`src/rtl/dfe_pkg.sv`:
```
// Shared widths and record types of the dual-cluster decode front.
// Assumes two clusters; the merge walks both by index.
package dfe_pkg;
    localparam int SEQ_W  = 6;   // stream sequence number width
    localparam int LEN_W  = 4;   // stream length field width
    localparam int DATA_W = 16;  // placeholder payload width
    localparam int DEC_W  = 3;   // decode width of one cluster
    localparam int MRG_W  = 6;   // merge output slots per cycle
    localparam int NCL    = 2;   // number of clusters
    localparam int SRC_W  = $clog2(NCL);

    typedef struct packed {
        logic [SEQ_W-1:0]  seq;
        logic [LEN_W-1:0]  len;
        logic [DATA_W-1:0] base;
    } desc_t;

    typedef struct packed {
        logic [SEQ_W-1:0]  seq;
        logic [DATA_W-1:0] data;
        logic              last;
    } uop_t;
endpackage

```
`src/rtl/desc_queue.sv`:
```
// Circular descriptor queue, one push and one pop per cycle.
// Assumes DEPTH is a power of two; flush empties it in one cycle.
module desc_queue
    import dfe_pkg::*;
#(
    parameter int DEPTH = 4,
    localparam int AW = $clog2(DEPTH),
    localparam int CW = $clog2(DEPTH + 1)
) (
    input  logic  clk,
    input  logic  rst_n,
    input  logic  flush,
    input  logic  push,
    input  desc_t din,
    input  logic  pop,
    output desc_t dout,
    output logic  empty,
    output logic  full
);
    desc_t          mem [DEPTH];
    logic [AW-1:0]  rd_q, wr_q;
    logic [CW-1:0]  cnt_q;

    // storage write on push
    always_ff @(posedge clk) begin
        if (push) mem[wr_q] <= din;
    end

    // pointer and occupancy update
    always_ff @(posedge clk) begin
        if (!rst_n || flush) begin
            rd_q  <= '0;
            wr_q  <= '0;
            cnt_q <= '0;
        end else begin
            if (push) wr_q <= wr_q + AW'(1);
            if (pop)  rd_q <= rd_q + AW'(1);
            cnt_q <= cnt_q + CW'(push) - CW'(pop);
        end
    end

    // head and status view
    always_comb begin
        dout  = mem[rd_q];
        empty = (cnt_q == '0);
        full  = (cnt_q == CW'(DEPTH));
    end


    no_overflow_chk: assert property (@(posedge clk) disable iff (!rst_n)
        push |-> !full);

    no_underflow_chk: assert property (@(posedge clk) disable iff (!rst_n)
        pop |-> !empty);
endmodule

```
`src/rtl/decode_cluster.sv`:
```
// One decode cluster: descriptor queue, three-wide placeholder decode
// and a decoded-instruction queue read up to MRG_W entries per cycle.
// Assumes OQ_DEPTH is a power of two and the reader never pops more
// than oq_cnt entries. The decode does not count this cycle's pops as
// free space, which keeps the merge off the decode path.
module decode_cluster
    import dfe_pkg::*;
#(
    parameter int IQ_DEPTH = 4,
    parameter int OQ_DEPTH = 8,
    localparam int OAW = $clog2(OQ_DEPTH),
    localparam int OCW = $clog2(OQ_DEPTH + 1),
    localparam int PW  = $clog2(MRG_W + 1)
) (
    input  logic           clk,
    input  logic           rst_n,
    input  logic           flush,
    input  logic           enable,
    input  logic           push,
    input  desc_t          din,
    output logic           iq_full,
    input  logic [PW-1:0]  pop_cnt,
    output uop_t           heads [MRG_W],
    output logic [OCW-1:0] oq_cnt
);
    desc_t           hd;
    logic            iq_empty, iq_pop;
    logic [LEN_W-1:0] done_q;
    uop_t            mem [OQ_DEPTH];
    logic [OAW-1:0]  rd_q, wr_q;
    int              n;
    uop_t            wr_u [DEC_W];

    desc_queue #(.DEPTH(IQ_DEPTH)) u_iq (
        .clk   (clk),
        .rst_n (rst_n),
        .flush (flush),
        .push  (push),
        .din   (din),
        .pop   (iq_pop),
        .dout  (hd),
        .empty (iq_empty),
        .full  (iq_full)
    );

    // decode count this cycle and the entries it produces
    always_comb begin
        int remain;
        int space;
        remain = int'(hd.len) - int'(done_q);
        space  = OQ_DEPTH - int'(oq_cnt);
        n = DEC_W;
        if (remain < n) n = remain;
        if (space < n)  n = space;
        if (!enable || iq_empty || flush) n = 0;
        iq_pop = (n > 0) && (int'(done_q) + n == int'(hd.len));
        for (int i = 0; i < DEC_W; i++) begin
            wr_u[i].seq  = hd.seq;
            wr_u[i].data = hd.base + DATA_W'(int'(done_q) + i);
            wr_u[i].last = (int'(done_q) + i == int'(hd.len) - 1);
        end
    end

    // decoded-queue storage write
    always_ff @(posedge clk) begin
        for (int i = 0; i < DEC_W; i++) begin
            if (i < n) mem[wr_q + OAW'(i)] <= wr_u[i];
        end
    end

    // pointers, occupancy and stream progress
    always_ff @(posedge clk) begin
        if (!rst_n || flush) begin
            rd_q   <= '0;
            wr_q   <= '0;
            oq_cnt <= '0;
            done_q <= '0;
        end else begin
            wr_q   <= wr_q + OAW'(n);
            rd_q   <= rd_q + OAW'(pop_cnt);
            oq_cnt <= oq_cnt + OCW'(n) - OCW'(pop_cnt);
            done_q <= iq_pop ? '0 : done_q + LEN_W'(n);
        end
    end

    // oldest-first view for the merge
    always_comb begin
        for (int i = 0; i < MRG_W; i++) heads[i] = mem[rd_q + OAW'(i)];
    end


    oq_no_overrun_chk: assert property (@(posedge clk) disable iff (!rst_n)
        int'(oq_cnt) <= OQ_DEPTH);

    pop_within_count_chk: assert property (@(posedge clk) disable iff (!rst_n)
        int'(pop_cnt) <= int'(oq_cnt));

    disabled_no_growth_chk: assert property (@(posedge clk) disable iff (!rst_n)
        !enable |=> oq_cnt <= $past(oq_cnt));
endmodule

```
`src/rtl/ordered_merge.sv`:
```
// Ordered merge: fills up to MRG_W slots per cycle, always taking the
// entry of the oldest outstanding stream from whichever cluster holds
// it, and moving to the next sequence number after an end flag.
// Assumes each cluster queue is internally in stream order.
module ordered_merge
    import dfe_pkg::*;
#(
    parameter int OQ_DEPTH = 8,
    localparam int OCW = $clog2(OQ_DEPTH + 1),
    localparam int PW  = $clog2(MRG_W + 1)
) (
    input  logic             clk,
    input  logic             rst_n,
    input  logic             flush,
    input  uop_t             heads [NCL][MRG_W],
    input  logic [OCW-1:0]   cnt [NCL],
    output logic [PW-1:0]    pop [NCL],
    output uop_t             slot_u [MRG_W],
    output logic [MRG_W-1:0] slot_v,
    output logic [SRC_W-1:0] slot_src [MRG_W]
);
    logic [SEQ_W-1:0] exp_q, exp_d;

    // slot-by-slot walk in sequence order across both queues
    always_comb begin
        int   p [NCL];
        logic blocked;
        logic hit;
        logic [SEQ_W-1:0] e;
        e = exp_q;
        blocked = 1'b0;
        for (int c = 0; c < NCL; c++) p[c] = 0;
        for (int k = 0; k < MRG_W; k++) begin
            slot_v[k]   = 1'b0;
            slot_u[k]   = '0;
            slot_src[k] = '0;
            hit = 1'b0;
            for (int c = 0; c < NCL; c++) begin
                if (!blocked && !hit && p[c] < int'(cnt[c])) begin
                    if (heads[c][p[c]].seq == e) begin
                        hit         = 1'b1;
                        slot_u[k]   = heads[c][p[c]];
                        slot_src[k] = SRC_W'(c);
                        p[c]        = p[c] + 1;
                    end
                end
            end
            if (hit) begin
                slot_v[k] = !flush;
                if (slot_u[k].last) e = e + SEQ_W'(1);
            end else begin
                blocked = 1'b1;
            end
        end
        for (int c = 0; c < NCL; c++) pop[c] = flush ? '0 : PW'(p[c]);
        exp_d = e;
    end

    // expected sequence register
    always_ff @(posedge clk) begin
        if (!rst_n || flush) exp_q <= '0;
        else                 exp_q <= exp_d;
    end


    slots_packed_chk: assert property (@(posedge clk) disable iff (!rst_n)
        (slot_v & (slot_v + MRG_W'(1))) == '0);

    flush_quiet_chk: assert property (@(posedge clk) disable iff (!rst_n)
        flush |=> slot_v == '0);
endmodule

```
`src/rtl/dual_decode_front.sv`:
```
// Top: steers stream descriptors to the less loaded of two decode
// clusters (ties to cluster 0, cluster 1 off in single mode), tracks
// per-cluster pending instruction counts and merges the decoded
// output in program order. Assumes consecutive sequence numbers,
// lengths of at least one, and single_mode changing only with flush.
module dual_decode_front
    import dfe_pkg::*;
#(
    parameter int IQ_DEPTH = 4,
    parameter int OQ_DEPTH = 8,
    localparam int OCW    = $clog2(OQ_DEPTH + 1),
    localparam int PW     = $clog2(MRG_W + 1),
    localparam int MAXLEN = (1 << LEN_W) - 1,
    localparam int LDW    = $clog2((IQ_DEPTH + 1) * MAXLEN + OQ_DEPTH + 1) + 1
) (
    input  logic                      clk,
    input  logic                      rst_n,
    input  logic                      flush,
    input  logic                      single_mode,
    input  logic                      in_valid,
    output logic                      in_ready,
    input  logic [SEQ_W-1:0]          in_seq,
    input  logic [LEN_W-1:0]          in_len,
    input  logic [DATA_W-1:0]         in_base,
    output logic [MRG_W-1:0]          out_valid,
    output logic [MRG_W*DATA_W-1:0]   out_data,
    output logic [MRG_W*SEQ_W-1:0]    out_seq,
    output logic [MRG_W-1:0]          out_last,
    output logic [MRG_W*SRC_W-1:0]    out_src
);
    desc_t            in_desc;
    logic [LDW-1:0]   load [NCL];
    logic [NCL-1:0]   iq_full, push, cl_en;
    logic [PW-1:0]    pop [NCL];
    logic [OCW-1:0]   oq_cnt [NCL];
    uop_t             heads [NCL][MRG_W];
    uop_t             slot_u [MRG_W];
    logic [MRG_W-1:0] slot_v;
    logic [SRC_W-1:0] slot_src [MRG_W];
    logic [SRC_W-1:0] tgt;

    // steering choice and input handshake
    always_comb begin
        in_desc  = '{seq: in_seq, len: in_len, base: in_base};
        tgt      = single_mode ? '0 : SRC_W'(load[1] < load[0]);
        in_ready = !flush && !iq_full[tgt];
    end

    for (genvar c = 0; c < NCL; c++) begin : g_cl
        assign push[c]  = in_valid && in_ready && (int'(tgt) == c);
        if (c == 0) begin : g_always_on
            assign cl_en[c] = 1'b1;
        end else begin : g_mode_gated
            assign cl_en[c] = !single_mode;
        end

        decode_cluster #(.IQ_DEPTH(IQ_DEPTH), .OQ_DEPTH(OQ_DEPTH)) u_cluster (
            .clk     (clk),
            .rst_n   (rst_n),
            .flush   (flush),
            .enable  (cl_en[c]),
            .push    (push[c]),
            .din     (in_desc),
            .iq_full (iq_full[c]),
            .pop_cnt (pop[c]),
            .heads   (heads[c]),
            .oq_cnt  (oq_cnt[c])
        );

        // pending instruction count of this cluster
        always_ff @(posedge clk) begin
            if (!rst_n || flush) load[c] <= '0;
            else load[c] <= load[c] + (push[c] ? LDW'(in_len) : '0) - LDW'(pop[c]);
        end
    end

    ordered_merge #(.OQ_DEPTH(OQ_DEPTH)) u_merge (
        .clk      (clk),
        .rst_n    (rst_n),
        .flush    (flush),
        .heads    (heads),
        .cnt      (oq_cnt),
        .pop      (pop),
        .slot_u   (slot_u),
        .slot_v   (slot_v),
        .slot_src (slot_src)
    );

    // flatten merge slots onto the output ports
    always_comb begin
        out_valid = slot_v;
        for (int k = 0; k < MRG_W; k++) begin
            out_data[k*DATA_W +: DATA_W] = slot_u[k].data;
            out_seq[k*SEQ_W +: SEQ_W]    = slot_u[k].seq;
            out_last[k]                  = slot_u[k].last;
            out_src[k*SRC_W +: SRC_W]    = slot_src[k];
        end
    end
endmodule

```
`config.mk`:
```
export PLATFORM = sky130hd
export DESIGN_NAME = dual_decode_front
export DESIGN_NICKNAME = d
export VERILOG_FILES = /design/src/rtl/dfe_pkg.sv /design/src/rtl/desc_queue.sv /design/src/rtl/decode_cluster.sv /design/src/rtl/ordered_merge.sv /design/src/rtl/dual_decode_front.sv
export SDC_FILE = /design/constraint.sdc
export NUM_CORES = 2
export LEC_CHECK = 0
export BUFFER_PORTS_ARGS = -buffer_cell sky130_fd_sc_hd__buf_2
export CAP_MARGIN = 20
export CORE_MARGIN = 5
export CORE_UTILIZATION = 30
export DETAILED_ROUTE_END_ITERATION = 10
export PLACE_DENSITY = 0.52
export RECOVER_POWER = 25
export REMOVE_ABC_BUFFERS = 1
export SLEW_MARGIN = 20
export SYNTH_ARGS = -nofsm -noshare
export SYNTH_HDL_FRONTEND = slang
export SYNTH_SLANG_ARGS = --single-unit
```
`constraint.sdc`:
```
create_clock -name clk -period 39.2 [get_ports clk]
set_clock_uncertainty 0.05 [all_clocks]
set_input_delay 3.92 -clock clk [delete_from_list [all_inputs] [get_ports clk]]
set_output_delay 3.92 -clock clk [all_outputs]
set_load 0.1 [all_outputs]
```
### Yosys cells after proc, flatten, opt, wreduce, memory -nomap -nowiden

Memory sizes are Yosys's and may differ from the RTL's. A register that Yosys moved wholly into a read port is not among the register bits.
Index checks and enable logic that the tools add are counted.

* magnitude comparators: 36
* add/subtract/negate cells: 70
* bitwise operators: 13
* mux-type cells: 177
* reduce and logical (&&, ||, !) cells: 43
* equality and inequality tests: 22

Operator list (count)
* 2-to-1 mux 23 bit: 44
* 2-to-1 mux 32 bit: 23
* binary-select mux 23 bit (select 3 bit): 10
* >= comparator 32 x 4 -> 1 bit, second input constant: 10
* less-than comparator 32 x 5 -> 1 bit: 10
* NOT 32 bit: 10
* adder 32 x 2 -> 32 bit, second input constant: 8
* equality test 32 bit: 4
* equality test 6 bit: 12
* 2-to-1 mux 1 bit: 72
* 2-to-1 mux 6 bit: 12
* adder 16 bit: 4
* adder 5 x 32 -> 32 bit: 2
* equality test 32 x 5 -> 1 bit: 2
* equality test 5 x 32 -> 1 bit: 2
* > comparator 32 x 1 -> 1 bit, second input constant: 2
* less-than comparator 1 x 32 -> 1 bit, first input constant: 2
* less-than comparator 2 x 32 -> 1 bit, first input constant: 2
* less-than comparator 3 x 32 -> 1 bit, first input constant: 2
* less-than comparator 32 x 3 -> 1 bit, second input constant: 2
* less-than comparator 32 bit: 2
* adder 6 x 1 -> 6 bit, second input constant: 6
* adder 16 x 4 -> 16 bit: 2
* adder 3 x 2 -> 3 bit, second input constant: 8
* other kinds (30): 108

* bits in writable memories: 592
* bits of input ports: 31
* memories: 5
* register bits: 48
* output and inout port bits: 151

Memories
* g_cl[0].u_cluster.mem: depth 8, bits a word 23, read ports 6, clocked after Yosys merged registers in 1, write ports 3, RTL line decode_cluster.sv:29 `uop_t mem [OQ_DEPTH];`
* g_cl[1].u_cluster.mem: depth 8, bits a word 23, read ports 6, clocked after Yosys merged registers in 1, write ports 3, RTL line decode_cluster.sv:29
* g_cl[0].u_cluster.u_iq.mem: depth 4, bits a word 26, read ports 1, clocked after Yosys merged registers in 1, write ports 1, RTL line desc_queue.sv:20 `desc_t mem [DEPTH];`
* g_cl[1].u_cluster.u_iq.mem: depth 4, bits a word 26, read ports 1, clocked after Yosys merged registers in 1, write ports 1, RTL line desc_queue.sv:20
* load: depth 2, bits a word 8, read ports 2, clocked after Yosys merged registers in 0, write ports 2, RTL line dual_decode_front.sv:32 `logic [LDW-1:0] load [NCL];`

### Longest topological paths before layout

* word-level depth: 54
* mapped depth: 84
* gate-level depth less buffers: 69

### Cells and area by module

A second synthesis with hierarchy kept.

* cells, all modules: 6492
* area, all modules: 62155.9 um^2

By module, submodules not included
* ordered_merge: cells an instance 2931, instances 1, area each 17554.3 um^2
* decode_cluster (g_cl[1].u_cluster): cells an instance 1478, instances 1, area each 17292.8 um^2
* decode_cluster (g_cl[0].u_cluster): cells an instance 1529, instances 1, area each 17240.3 um^2
* desc_queue: cells an instance 182, instances 2, area each 4249.1 um^2
* dual_decode_front: cells an instance 190, instances 1, area each 1570.3 um^2

### Least setup slack after synthesis

Ideal clock, no wire load.

* path type: register to output
* start: register g_cl[0].u_cluster.rd_q[0]
* end: output port out_seq[32]
* data arrival time: 20367 ps
* path slack: 14863 ps
* cell stages (with the launch flop): 67
* required time: 35230 ps
* path buffers: 18
* cells stage by stage: dfxtp_1 > buf_2 > buf_1 > clkbuf_1 > inv_2 > buf_1 > clkbuf_1 > buf_1 > ha_1 > clkbuf_1 > clkbuf_1 > mux4_2 > mux2i_1 > mux2i_1 > xnor2_1 > nor3_1 > o211ai_2 > nor3_1 > [31 not listed] > o21bai_1 > clkinv_1 > clkbuf_1 > ha_1 > nand3_1 > nor2_1 > nor2_1 > o221ai_1 > a21oi_1 > nand4bb_1 > nor3_2 > xnor2_2 > mux2_2 > o21ai_0 > nand3_1 > a2111o_1 > clkbuf_1 > o41ai_1

* word-level cells in the longest chain between the ends: 48

RTL lines
* from (decl): RTL line decode_cluster.sv:30 `logic [OAW-1:0] rd_q, wr_q;`
* from (signal assigned): RTL line decode_cluster.sv:80 `rd_q <= rd_q + OAW'(pop_cnt);`
* adder 3 bit, or another cell as far along: RTL line decode_cluster.sv:88 `for (int i = 0; i < MRG_W; i++) heads[i] = mem[rd_q + OAW'(i)];`
* memory (8 x 23 bit) (*)
* branches (longest 45 deep; another with adder 32 x 2 -> 32 bit)
* 2-to-1 mux 23 bit (*): RTL line ordered_merge.sv:39 `if (!blocked && !hit && p[c] < int'(cnt[c])) begin`
* to (decl): RTL line dual_decode_front.sv:27 `output logic [MRG_W*SEQ_W-1:0] out_seq,`

Mark *: on every way between the ends. The select of a mux whose other input is x is not followed.

### Worst setup path after layout

* start: register g_cl[1].u_cluster.rd_q[0]
* end: output port out_seq[30]

* word-level cells in the longest chain between the ends: 44

RTL lines (RTL line)
* from (decl): decode_cluster.sv:30
* from (signal assigned): decode_cluster.sv:80
* adder 3 bit, or another cell as far along: decode_cluster.sv:88
* memory (8 x 23 bit) (*)
* branches (longest 41 deep; another with adder 32 x 2 -> 32 bit)
* 2-to-1 mux 23 bit (*): ordered_merge.sv:39

Marked as above.

==> run_summary.xml <==
<?xml version="1.0" encoding="UTF-8"?>
<metrics>
  <group name="route">
    <metric name="post-route-drc-count" unit="">0</metric>
    <metric name="dr.pass1.iters" unit="">8</metric>
    <metric name="antenna_violating_nets_post_route" unit="">0</metric>
    <metric name="dr.first_iter.drc_count" unit="">7672</metric>
    <metric name="vias_per_cell" unit="">6.27</metric>
    <metric name="vias" unit="">54300</metric>
    <metric name="route.final.wire_length" unit="um">276000</metric>
    <metric name="routed_wire_length_per_instance" unit="um">31.9</metric>
  </group>
  <group name="timing">
    <metric name="timing.final.max_slew_violations" unit="">195</metric>
    <metric name="final_hold_violating_endpoints" unit="">0</metric>
    <metric name="worst_pin_slew" unit="ps">3070</metric>
    <metric name="min_clock_period_post_route" unit="ps">25290</metric>
    <metric name="final-setup-viol-count" unit="">0</metric>
    <metric name="timing.final.crit_share" unit="%">64.5</metric>
    <metric name="worst_relative_slew_slack" unit="%">-105</metric>
    <metric name="timing.fmax" unit="MHz">39.5</metric>
    <metric name="grt_setup_unrepaired" unit="">false</metric>
    <metric name="setup-tns-final" unit="ps">0</metric>
  </group>
  <group name="power_and_ir_drop">
    <metric name="share_seq_of_total_power" unit="%">41.6</metric>
    <metric name="fin_total_pwr" unit="mW">1.89</metric>
    <metric name="power_leakage" unit="nW">21.8</metric>
    <metric name="comb_power_share" unit="%">17.6</metric>
    <metric name="vdd_ir_drop_max" unit="V">0.0000436</metric>
    <metric name="p_switching" unit="mW">0.545</metric>
    <metric name="swShare" unit="%">28.8</metric>
    <metric name="clock_power_share" unit="%">40.8</metric>
    <metric name="power_report.internal_total" unit="mW">1.35</metric>
    <metric name="power_density" unit="nW/um2">28.7</metric>
  </group>
  <group name="global_route">
    <metric name="pin_count_of_the_biggest_net_entering_global_routing" unit="">140</metric>
    <metric name="grt_overflow_total" unit="">0</metric>
    <metric name="initial_antenna_violation_count" unit="">27</metric>
    <metric name="vias_in_the_first_global_route" unit="">51300</metric>
    <metric name="grt.busiest_layer" unit="">met2</metric>
    <metric name="grt.met3_usage" unit="%">6.86</metric>
    <metric name="groute.layer.met1.usage" unit="%">32.5</metric>
    <metric name="global_route_wire_length_before_repair" unit="um">388000</metric>
    <metric name="groute.usage.overall" unit="%">25.9</metric>
    <metric name="grtUsageMet2" unit="%">38.9</metric>
  </group>
  <group name="cts">
    <metric name="clock_insertion_delay_at_the_later_pin_of_the_skew_report" unit="ps">710</metric>
    <metric name="post_cts_buffers" unit="">0</metric>
    <metric name="cts_inserted_buffers" unit="">77</metric>
    <metric name="cts.reportedPaths.clkPinSlew" unit="ps">50</metric>
    <metric name="cts_resized" unit="">0</metric>
    <metric name="clock_tree_from_tritoncts" unit="">yes</metric>
    <metric name="clk_path_buf_depth" unit="">3</metric>
    <metric name="cts-hold-fix-buffers" unit="">0</metric>
    <metric name="cts-root-buf" unit="">sky130_fd_sc_hd__clkbuf_16</metric>
    <metric name="cts_max_level" unit="">3</metric>
    <metric name="cts.sink_count" unit="">644</metric>
  </group>
  <group name="final_layout">
    <metric name="finish.instance_area" unit="um2">66000</metric>
    <metric name="nNetsFinal" unit="">6166</metric>
    <metric name="area_growth_syn_to_layout" unit="%">11.7</metric>
    <metric name="drive_gt1_share" unit="%">19.1</metric>
  </group>
  <group name="hold_path">
    <metric name="min_from" unit="">g_cl[0].u_cluster.u_iq.rd_q[1]</metric>
    <metric name="worst_hold_path_type" unit="">reg -&gt; reg</metric>
    <metric name="hold_path_depth" unit="">2</metric>
  </group>
  <group name="setup_path">
    <metric name="timing_worst_setup_path_type" unit="">reg -&gt; out</metric>
    <metric name="required" unit="ps">35230</metric>
    <metric name="r2r-start" unit="">g_cl[1].u_cluster.rd_q[0]</metric>
    <metric name="ff2ff_path_depth" unit="">72</metric>
    <metric name="largest_fanout_on_the_critical_path" unit="">58</metric>
    <metric name="worst_reg2reg_path_endpoint" unit="">load[1][7]</metric>
    <metric name="crit_top_cell" unit="">sky130_fd_sc_hd__buf_4</metric>
    <metric name="worst_path_max_delay_cell" unit="">sky130_fd_sc_hd__o31ai_1</metric>
    <metric name="timing.critical_path.slowest_cell_delay" unit="ps">870</metric>
    <metric name="regToRegSetupSlack" unit="ps">16430</metric>
    <metric name="worstSetupEndpointType" unit="">primary output</metric>
    <metric name="cp-start-kind" unit="">register</metric>
    <metric name="critical_path_arrival" unit="ps">21320</metric>
  </group>
  <group name="floorplan">
    <metric name="floorplan.rows" unit="">163</metric>
    <metric name="initial_utilization" unit="%">30.1</metric>
    <metric name="ios" unit="">182</metric>
    <metric name="die_x" unit="um">454</metric>
    <metric name="fp.dieH" unit="um">454</metric>
    <metric name="core_area" unit="um2">197000</metric>
    <metric name="dieArea" unit="um2">206000</metric>
  </group>
  <group name="logic_synthesis">
    <metric name="dominantRegCellSynth" unit="">sky130_fd_sc_hd__edfxtp_1</metric>
    <metric name="asyncSetResetFlopFracSynth" unit="%">0</metric>
    <metric name="synth_seq_cells" unit="">644</metric>
    <metric name="synth_enable_flop_cells" unit="">576</metric>
    <metric name="syn-cell-area" unit="um2">59100</metric>
    <metric name="netlist_instances" unit="">5965</metric>
    <metric name="post_synth_num_cell_types" unit="">118</metric>
    <metric name="synth_warnings" unit="">0</metric>
    <metric name="syn_avg_cell_area" unit="um2">9.91</metric>
    <metric name="ys_seq_area_share" unit="%">31.6</metric>
  </group>
  <group name="placed_design">
    <metric name="detailed_place.area" unit="um2">63300</metric>
    <metric name="sum_of_net_half_perimeters_after_detailed_placement" unit="um">202000</metric>
    <metric name="place.gp.congestion" unit="">1.05</metric>
    <metric name="io_buffer_count" unit="">181</metric>
  </group>
  <group name="status">
    <metric name="violations" unit="">capacitance limit, slew limit</metric>
    <metric name="outcome" unit="">complete, but fails checks</metric>
  </group>
  <group name="flow_run">
    <metric name="cap_violations" unit="">7</metric>
  </group>
</metrics>
[power by group through the flow]
stage                     Combinational [mW]  Sequential, mW  Clock [mW]
after floorplan                        0.222           0.798           0
after global placement                 0.322           0.802           0
after detailed placement               0.326           0.803           0
after CTS                              0.328           0.788       0.781
after global routing                   0.361           0.790       0.810
final                                  0.334           0.789       0.772
[cells in the final DEF, fill, tap and decap left out, types with 153 or more instances in the layout]
master / netlist / layout
sky130_fd_sc_hd__buf_4: 10 / 159
sky130_fd_sc_hd__nor2_1: 516 / 504
sky130_fd_sc_hd__nand2_1: 872 / 870
sky130_fd_sc_hd__mux2i_1: 389 / 388
sky130_fd_sc_hd__inv_1: 167 / 166
sky130_fd_sc_hd__o221ai_1: 251 / 250
sky130_fd_sc_hd__ha_1: 163 / 161
sky130_fd_sc_hd__xnor2_1: 175 / 165
sky130_fd_sc_hd__mux4_2: 419 / 419
sky130_fd_sc_hd__o21ai_0: 247 / 238
sky130_fd_sc_hd__edfxtp_1: 576 / 576
sky130_fd_sc_hd__a21oi_1: 180 / 179
sky130_fd_sc_hd__buf_2: 30 / 153
[flip-flops by register name, summed over array words and instances, names as in the netlist, named ones only]
register and cells:
g_cl.u_cluster.done_q 8, g_cl.u_cluster.mem 368, g_cl.u_cluster.oq_cnt 8, g_cl.u_cluster.rd_q 6, g_cl.u_cluster.u_iq.cnt_q 6, g_cl.u_cluster.u_iq.mem 208, g_cl.u_cluster.u_iq.rd_q 4, g_cl.u_cluster.u_iq.wr_q 4
g_cl.u_cluster.wr_q 6, load 16, u_merge.exp_q 6
[worst max-delay path, delay by kind of cell (launching register included)]
kind,cells,cell delay [ps]
AOI/OAI and AO/OA,22,7180
and+or+nand+nor,20,5370
buffers and inverters,14,4990
adders and majority gates,5,1800
DFF,1,840
muxes,1,310
[Yosys cell counts (all sizes together) (68+ instances only)]
master | n | area share (%)
mux2 | 104 | 2.0
edfxtp | 576 | 29
nor2 | 518 | 3.3
o31ai | 72 | 0.94
nor3 | 83 | 0.77
inv | 183 | 1.2
o21ai | 271 | 2.3
o22ai | 70 | 0.74
a31oi | 106 | 1.1
xor2 | 84 | 1.3
nand2 | 872 | 5.5
a211oi | 137 | 1.8
xnor2 | 182 | 2.8
dfxtp | 68 | 2.3
clkbuf | 314 | 2.0
buf | 139 | 1.0
mux4 | 422 | 16
a21oi | 180 | 1.5
nand3 | 113 | 0.96
ha | 163 | 3.5
mux2i | 389 | 6.6
o221ai | 251 | 3.7
[per-stage QoR]
stage	hold WS, ps	setup WS (ps)	util [%]	std cells
floorplan	435	2200	-	5512
global placement	453	15500	32.1	8500
detailed placement	470	15230	32.2	8502
CTS	485	14490	33.6	8645
global route	526	12730	33.6	8648
finish	483	13910	33.6	8659
[worst max path at each step]
| stage | start | end | slack (ps) | cells after the start |
|---|---|---|---|---|
| 5_1_grt | g_cl[1].u_cluster.rd_q[1] | out_seq[31] | 12730 | 58 |
| 3_5_place_dp | g_cl[1].u_cluster.rd_q[1] | out_seq[30] | 15230 | 58 |
| 6_report | g_cl[1].u_cluster.rd_q[0] | out_seq[30] | 13910 | 62 |
| 2_1_floorplan | g_cl[0].u_cluster.rd_q[0] | out_seq[32] | 2200 | 38 |
| 3_3_place_gp | g_cl[1].u_cluster.rd_q[1] | out_seq[32] | 15500 | 58 |
| 4_1_cts | g_cl[1].u_cluster.rd_q[0] | out_seq[30] | 14490 | 62 |
[per-layer routing]
metal  part of all wire [%]  vias up
met5                  0.039        -
met4                    8.6       16
met2                     43     3590
met1                     37    26900
li1                       -    23000
met3                     11      808
[layout make-up]
| class | instances | area (um2) |
|---|---|---|
| clock inverter | 51 | 667 |
| timing repair buffer | 353 | 2170 |
| sequential | 644 | 18700 |
| tap | 2640 | 3300 |
| inverter | 186 | 707 |
| clock buffer | 92 | 2020 |
| multi-input combinational | 4682 | 38400 |
| antenna | 11 | 27.5 |
| fill | 20000 | 131000 |
[cell families after synthesis]
kind of cell	count (synthesis)	synth area share [%]
compound gates	1408	16.7
xor+xnor	269	4.20
fa+ha+maj	191	4.40
buf+inv	639	4.22
flops	644	31.6
mux	915	24.7
simple gates	1899	14.2
No activity file was read; power rests on OpenSTA's default activity.
